===== src/rtl/intc3_pkg.sv =====
package intc3_pkg;
  localparam int REG_W = 8;
  localparam int B_GIE  = 0;
  localparam int B_XEN  = 1;
  localparam int B_TEN  = 2;
  localparam int B_XFAL = 3;
  localparam int B_XPND = 4;
  localparam int B_TPND = 5;
  localparam int B_SPND = 6;

  typedef struct packed {
    logic extEdge;
    logic tmrHit;
    logic swHit;
    logic regWr;
    logic ack;
  } intcStrobes_t;
endpackage


===== src/rtl/intc3_ctrl.sv =====
module intc3_ctrl
  import intc3_pkg::*;
#(
  parameter int SYNC_STAGES = 2
) (
  input  logic         clk,
  input  logic         rstN,
  input  logic         extPin,
  input  logic         extFall,
  input  logic         timerCarry,
  input  logic         timerCapture,
  input  logic         swTrap,
  input  logic         regWr,
  input  logic         irqAck,
  output intcStrobes_t strobes
);
  localparam int LAST = SYNC_STAGES - 1;

  logic [LAST:0] syncChain;
  logic          prevQ;
  logic          syncOut;

  generate
    if (SYNC_STAGES > 1) begin : g_multi
      always_ff @(posedge clk or negedge rstN) begin
        if (!rstN) syncChain <= '0;
        else       syncChain <= {syncChain[LAST-1:0], extPin};
      end
    end else begin : g_single
      always_ff @(posedge clk or negedge rstN) begin
        if (!rstN) syncChain <= '0;
        else       syncChain <= extPin;
      end
    end
  endgenerate

  assign syncOut = syncChain[LAST];

  always_ff @(posedge clk or negedge rstN) begin
    if (!rstN) prevQ <= 1'b0;
    else       prevQ <= syncOut;
  end

  always_comb begin
    strobes.extEdge = extFall ? (prevQ & ~syncOut) : (~prevQ & syncOut);
    strobes.tmrHit  = timerCarry | timerCapture;
    strobes.swHit   = swTrap;
    strobes.regWr   = regWr;
    strobes.ack     = irqAck;
  end
endmodule


===== src/rtl/intc3_dp.sv =====
module intc3_dp
  import intc3_pkg::*;
(
  input  logic             clk,
  input  logic             rstN,
  input  intcStrobes_t     strobes,
  input  logic [REG_W-1:0] wrData,
  output logic [REG_W-1:0] rdData,
  output logic             extFall,
  output logic             irq
);
  logic gie, xEn, tEn, xFal, xPnd, tPnd, sPnd;

  always_ff @(posedge clk or negedge rstN) begin
    if (!rstN) begin
      gie  <= 1'b0;
      xEn  <= 1'b0;
      tEn  <= 1'b0;
      xFal <= 1'b0;
      xPnd <= 1'b0;
      tPnd <= 1'b0;
      sPnd <= 1'b0;
    end else begin
      if (strobes.regWr) begin
        gie  <= wrData[B_GIE];
        xEn  <= wrData[B_XEN];
        tEn  <= wrData[B_TEN];
        xFal <= wrData[B_XFAL];
        xPnd <= wrData[B_XPND] | strobes.extEdge;
        tPnd <= wrData[B_TPND] | strobes.tmrHit;
      end else begin
        xPnd <= xPnd | strobes.extEdge;
        tPnd <= tPnd | strobes.tmrHit;
      end
      if (strobes.ack) gie <= 1'b0;
      if (strobes.swHit)    sPnd <= 1'b1;
      else if (strobes.ack) sPnd <= 1'b0;
    end
  end

  always_comb begin
    rdData         = '0;
    rdData[B_GIE]  = gie;
    rdData[B_XEN]  = xEn;
    rdData[B_TEN]  = tEn;
    rdData[B_XFAL] = xFal;
    rdData[B_XPND] = xPnd;
    rdData[B_TPND] = tPnd;
    rdData[B_SPND] = sPnd;
  end

  assign extFall = xFal;
  assign irq = sPnd | (gie & ((xEn & xPnd) | (tEn & tPnd)));

  AST_ACK_CLEARS_GIE: assert property (@(posedge clk) disable iff (!rstN)
    strobes.ack |=> !gie);
  AST_SW_UNMASKED: assert property (@(posedge clk) disable iff (!rstN)
    sPnd |-> irq);
  AST_SW_HELD: assert property (@(posedge clk) disable iff (!rstN)
    (sPnd && !strobes.ack) |=> sPnd);
  AST_IRQ_NEEDS_SRC: assert property (@(posedge clk) disable iff (!rstN)
    irq |-> (sPnd || gie));
  AST_XPND_STICKY: assert property (@(posedge clk) disable iff (!rstN)
    (xPnd && !strobes.regWr) |=> xPnd);
  AST_TMR_SETS: assert property (@(posedge clk) disable iff (!rstN)
    strobes.tmrHit |=> tPnd);
endmodule


===== src/rtl/intc3_top.sv =====
module intc3_top
  import intc3_pkg::*;
#(
  parameter int SYNC_STAGES = 2
) (
  input  logic             clk,
  input  logic             rstN,
  input  logic             extPin,
  input  logic             timerCarry,
  input  logic             timerCapture,
  input  logic             swTrap,
  input  logic             regWr,
  input  logic [REG_W-1:0] regWrData,
  output logic [REG_W-1:0] regRdData,
  output logic             irqReq,
  input  logic             irqAck
);
  intcStrobes_t strobes;
  logic         extFall;

  intc3_ctrl #(.SYNC_STAGES(SYNC_STAGES)) i_ctrl (
    .clk(clk), .rstN(rstN), .extPin(extPin), .extFall(extFall),
    .timerCarry(timerCarry), .timerCapture(timerCapture), .swTrap(swTrap),
    .regWr(regWr), .irqAck(irqAck), .strobes(strobes)
  );

  intc3_dp i_dp (
    .clk(clk), .rstN(rstN), .strobes(strobes), .wrData(regWrData),
    .rdData(regRdData), .extFall(extFall), .irq(irqReq)
  );
endmodule


===== config.mk =====
export PLATFORM = sky130hd
export DESIGN_NAME = intc3_top
export DESIGN_NICKNAME = d
export VERILOG_FILES = /design/src/rtl/intc3_pkg.sv /design/src/rtl/intc3_ctrl.sv /design/src/rtl/intc3_dp.sv /design/src/rtl/intc3_top.sv
export SDC_FILE = /design/constraint.sdc
export NUM_CORES = 1
export LEC_CHECK = 0
export BUFFER_PORTS_ARGS = -buffer_cell sky130_fd_sc_hd__buf_2
export CAP_MARGIN = 20
export CORE_AREA = 2 2 39 41
export CTS_BUF_LIST = sky130_fd_sc_hd__clkbuf_8
export CTS_CLUSTER_DIAMETER = 30
export CTS_CLUSTER_SIZE = 10
export DETAILED_ROUTE_END_ITERATION = 8
export DIE_AREA = 0 0 41 43
export PLACE_DENSITY = 0.75
export SKIP_LAST_GASP = 1
export SLEW_MARGIN = 20
export SYNTH_ARGS = -nofsm -noshare
export SYNTH_HDL_FRONTEND = slang
export SYNTH_SLANG_ARGS = --single-unit
export TNS_END_PERCENT = 100

===== constraint.sdc =====
create_clock -name clk -period 1.3 [get_ports clk]
set_input_delay 0.26 -clock clk [delete_from_list [all_inputs] [get_ports clk]]
set_output_delay 0.26 -clock clk [all_outputs]
set_load 0.01 [all_outputs]

# [After elaboration in Yosys (flattened, before gate mapping)]
# Cells that the tools add are included.
[classes] n_mux=7 bitwise_logic=14 reduce_logical=2
[op_table] cell="$mux 1" n=7
[op_table] cell="$or 1x1->1" n=7
[op_table] cell="$and 1x1->1" n=5
[op_table] cell="$reduce_bool 2->1" n=2
[op_table] cell="$not 1->1" n=2
[word_totals] ff_bits=10 in_bits=16 out_inout_bits=9 elab_cells=32

# [Logic depth before layout (Yosys ltp)]
[depth] depth_word=5 ltp_mapped=3 ltp_nobuf=2

# [By module]
# A second synthesis with hierarchy kept.
[hier_totals] hier_cells=40 area_unflattened_um2=498.0
[by_module_without_submodules] mod="intc3_dp" instances=1 cells_per_inst=30 area_each_um2=371.6 seq_area_each_um2=175.2
[by_module_without_submodules] mod="intc3_ctrl" instances=1 cells_per_inst=10 area_each_um2=126.4 seq_area_each_um2=75.1

# [Least setup slack after synthesis]
# Ideal clock, no wire load.
[synth_path] path_kind="register to output" start="reg i_dp.tEn" end="out irqReq" arrival_time_ps=784 required_time_ps=1040 path_slack_ps=256 path_stages_with_launch=3 path_buffers=0 path_cell_list="dfrtp_1 a22o_1 a21o_1"
[synth_via] elab_chain_cells=4
[synth_lines] item="from (decl)" line_no="intc3_dp.sv:12" rtl="logic gie, xEn, tEn, xFal, xPnd, tPnd, sPnd;"
[synth_lines] item="from (signal assigned)" line_no="intc3_dp.sv:27" rtl="tEn <= wrData[B_TEN];"
[synth_lines] item="$and 1x1->1" line_no="intc3_dp.sv:53" rtl="assign irq = sPnd | (gie & ((xEn & xPnd) | (tEn & tPnd)));"
[synth_lines] item="$or 1x1->1" line_no="intc3_dp.sv:53"
[synth_lines] item="$and 1x1->1" line_no="intc3_dp.sv:53"
[synth_lines] item="$or 1x1->1" line_no="intc3_dp.sv:53"
[synth_lines] item="to (decl)" line_no="intc3_top.sv:15" rtl="output logic irqReq,"
# Every way passes these cells.

# [Worst setup path after layout]
[layout_path] start="reg i_dp.tPnd" end="out irqReq"
[layout_via] elab_chain_cells=4
[layout_lines] item="from (decl)" line_no="intc3_dp.sv:12"
[layout_lines] item="from (signal assigned)" line_no="intc3_dp.sv:30" rtl="tPnd <= wrData[B_TPND] | strobes.tmrHit;"
[layout_lines] item="from (signal assigned)" line_no="intc3_dp.sv:33" rtl="tPnd <= tPnd | strobes.tmrHit;"
[layout_lines] item="$and 1x1->1" line_no="intc3_dp.sv:53"
[layout_lines] item="$or 1x1->1" line_no="intc3_dp.sv:53"
[layout_lines] item="$and 1x1->1" line_no="intc3_dp.sv:53"
[layout_lines] item="$or 1x1->1" line_no="intc3_dp.sv:53"
# Every way passes these cells.

==> metrics.csv <==
stage,metric,value,unit
clock_network,cts_root_buffer,sky130_fd_sc_hd__clkbuf_8,
clock_network,clk_latency,0.23,ns
min_path,worst_hold_path_type,in -> reg,
status,violations,setup timing,
global_routing,groute.usage.overall,0.113,
setup_path,crit-reg2reg-capture,i_dp.tEn$_DFFE_PN0P_,
timing,report.final.hold_viol_count,0,
die,die-height,43,microns
setup_path,crit_path_cell_trace,"a22o_1, a21o_1, buf_2",
setup_path,worstSetupStartpoint,i_dp.tPnd$_DFF_PN0_,
die,placeableCoreArea,1380,sq um
timing,final_max_slew_viol_count,0,
setup_path,critPathMaxFanout,2,
finish,final_instance_area,599,sq um
routing,routed_wl,765,microns
setup_path,worstRegToRegCells,2,
min_path,worst_hold_path.endpoint,i_ctrl.syncChain[0]$_DFF_PN0_,
place,buffer_ports.inserted,21,
yosys,synth_register_bits,10,
finish,syn_to_final_growth,30.9,%
timing,finalSetupViolations,1,
global_routing,grt_pass1_vias,329,
finish,design.final.nets,73,
yosys,synth_unique_cells,13,
min_path,hold_path_startpoint,extPin,
finish,post_layout_nonfiller_instances,72,
setup_path,worstPathRequired,1.04,ns
die,die_width,41,microns
routing,drcViolationCount,0,
timing,final.setup.worst_slack,-0.0752,ns
global_routing,grt_max_degree,11,
clock_network,cts.sink_count,10,
routing,postRouteAntennaNets,0,
timing,totalNegativeSetupSlack,-0.0752,ns
pwr,p_leak,0.317,nW
place,place.gp.congestion,0.666,
global_routing,groute.layer.met1.usage,0.136,
die,rows,14,
routing,first_pass_detailed_route_iteration_total,2,
yosys,yosysSeqAreaShare,0.546,
clock_network,cts_made_buffers,3,
die,design.die.area,1760,sq um
pwr,maximum_resistive_drop_on_vdd,0.730,mV
setup_path,timing.critical_path.to_type,output port,
routing,detail_route.wl_per_cell,10.6,microns
global_routing,grt_first_pass_wirelength,1260,microns
setup_path,cp.arrival,1.12,ns
pwr,power.density,1410,nW/um^2
clock_network,htree_levels,1,
clock_network,ctsResizeCount,0,
timing,timing.fmax,727,MHz
yosys,post-synth-top-area-fraction,0.546,
global_routing,gr-max-usage-layer,met2,
global_routing,met2_use_gr,0.156,
setup_path,crit_path_max_incr_delay,0.37,ns
yosys,synthesis.yosys.warnings,0,
yosys,synth_top_cells_by_area,"sky130_fd_sc_hd__dfrtp_1 55%, sky130_fd_sc_hd__buf_4 13%, sky130_fd_sc_hd__mux2_4 9.8%",
job,max_cap_violations,0,
finish,post_route_cells_drive_above_1_share,0.554,
finish,max_flop_register,i_ctrl.syncChain,
timing,fin_hold_ws,0.132,ns
routing,detail_route.iter0.violations,1,
setup_path,critical_path.n_buffers_inverters,1,
die,io_pins,25,
yosys,syn_avg_cell_area,12.7,sq um
yosys,syn_std_cell_area,458,sq um
die,initial_utilization,0.331,
clock_network,tritoncts_clock_tree,built,
timing,grt_setup_unrepaired,yes,
global_routing,grt.overflow.total,0,
global_routing,globalRouteMet3Util,0.0314,
setup_path,timing_worst_setup_path_type,reg -> out,
setup_path,crit_path_top_delay_cell,sky130_fd_sc_hd__dfrtp_1,
global_routing,antenna_found_initial,0,
yosys,yosysTopAreaCell,sky130_fd_sc_hd__dfrtp_1,
setup_path,regToRegStartpoint,i_dp.tEn$_DFFE_PN0P_,
routing,via_count,311,
timing,fin_skew,0.000925,ns
status,outcome,finished with violations,
timing,final.period_utilization,1.06,
place,post-dp-hpwl,550,microns
yosys,post_synth_inst_count,36,
timing,fin_crit,1.38,ns
yosys,synth.net_count,52,
setup_path,timing.critical_path.max_delay_family,compound AO/OA/AOI/OAI gates,
setup_path,critPathLaunchType,flip-flop,
min_path,min_path_cells,1,
finish,insertedDiodeCount,0,
place,dp_cells,64,
clock_network,cts.path.max_buffers,2,
place,placed_cell_area,512,sq um
finish,largest_reg_flops,2,
routing,route.detailed.vias_per_inst,4.32,
setup_path,regToRegSetupSlack,0.41,ns
clock_network,worst_setup_hold_path_clk_slew,0.05,ns
==> worst register-to-register path: cells and delay by family, from the launching register on <==
| family | cells | cell delay (ns) |
|---|---|---|
| multiplexers | 1 | 0.26 |
| buffers and inverters | 1 | 0.14 |
| flip-flops | 1 | 0.38 |
==> cell type report <==
class | count | area [sq um]
fillers | 138 | 785
well taps | 16 | 20.0
clock buffers | 4 | 55.1
flip-flops and latches | 10 | 250
multi-input cells | 16 | 133
inverters | 1 | 3.75
repair buffers | 25 | 138
==> layout by cell type (no fill, tap or decap) <==
| cell | n |
|---|---|
| sky130_fd_sc_hd__clkbuf_8 | 4 |
| sky130_fd_sc_hd__buf_2 | 21 |
| sky130_fd_sc_hd__dlygate4sd3_1 | 1 |
| sky130_fd_sc_hd__dfrtp_1 | 10 |
| sky130_fd_sc_hd__inv_1 | 1 |
| sky130_fd_sc_hd__conb_1 | 1 |
| sky130_fd_sc_hd__buf_4 | 3 |
| sky130_fd_sc_hd__mux2_4 | 3 |
| sky130_fd_sc_hd__a21o_1 | 2 |
| sky130_fd_sc_hd__nor2_1 | 2 |
| sky130_fd_sc_hd__o221ai_1 | 1 |
| sky130_fd_sc_hd__nand2b_1 | 1 |
| sky130_fd_sc_hd__mux2i_1 | 3 |
| sky130_fd_sc_hd__nand2_1 | 2 |
| sky130_fd_sc_hd__a22o_1 | 1 |
==> worst max path at each step <==
| stage | endpoint | slack [ns] | depth (start not counted) |
|---|---|---|---|
| finish | irqReq | -0.08 | 3 |
| global route | irqReq | -0.12 | 3 |
| floorplan | irqReq | 0.26 | 2 |
| detailed placement | irqReq | 0.13 | 3 |
| CTS | irqReq | -0.08 | 3 |
| global placement | irqReq | 0.14 | 3 |
==> cell usage after synthesis <==
library cell,count
sky130_fd_sc_hd__dfrtp_1,10
sky130_fd_sc_hd__buf_4,8
sky130_fd_sc_hd__mux2_4,3
sky130_fd_sc_hd__mux2i_1,3
sky130_fd_sc_hd__a21o_1,2
sky130_fd_sc_hd__nand2_1,2
sky130_fd_sc_hd__nor2_1,2
sky130_fd_sc_hd__a22o_1,1
sky130_fd_sc_hd__buf_6,1
sky130_fd_sc_hd__conb_1,1
sky130_fd_sc_hd__inv_1,1
sky130_fd_sc_hd__nand2b_1,1
sky130_fd_sc_hd__o221ai_1,1
==> metrics by stage <==
step / total power, mW / worst slack, ns / util
detailed placement: 0.458 / 0.131 / 0.370
global route: 0.890 / -0.117 / 0.433
CTS: 0.865 / -0.0818 / 0.433
finish: 0.847 / -0.0752 / 0.433
global placement: 0.455 / 0.137 / 0.370
floorplan: 0.436 / 0.256 / -
==> where the power goes <==
part | switching, mW | internal, mW | total, mW
Clock | 0.116 | 0.266 | 0.382
Combinational | 0.0478 | 0.0671 | 0.115
Sequential | 0.0152 | 0.335 | 0.350
Total | 0.179 | 0.668 | 0.847
==> kinds of logic (layout without fill, tap and decap cells) <==
| group | Yosys count | after routing | share of synthesized area |
|---|---|---|---|
| muxes | 6 | 6 | 0.164 |
| AOI/OAI and AO/OA | 4 | 4 | 0.0710 |
| DFF | 10 | 10 | 0.546 |
| other | 1 | 1 | 0.00819 |
| and+or+nand+nor | 5 | 5 | 0.0465 |
| buffers and inverters | 10 | 30 | 0.164 |
==> metal layers <==
layer | share of wire | wire (microns)
met1 | 0.42 | 318
met2 | 0.49 | 377
met3 | 0.080 | 61
met4 | 0.010 | 8
met5 | 0 | 0
==> repair_timing <==
item | in CTS | in global routing
hold buffers | 1 | 0
endpoints found under the hold margin | 10 | 0
endpoints found under the setup margin | 1 | 1
setup buffers | 3 | 0
pin swaps | 2 | 0
No activity file was read; power rests on OpenSTA's default activity.
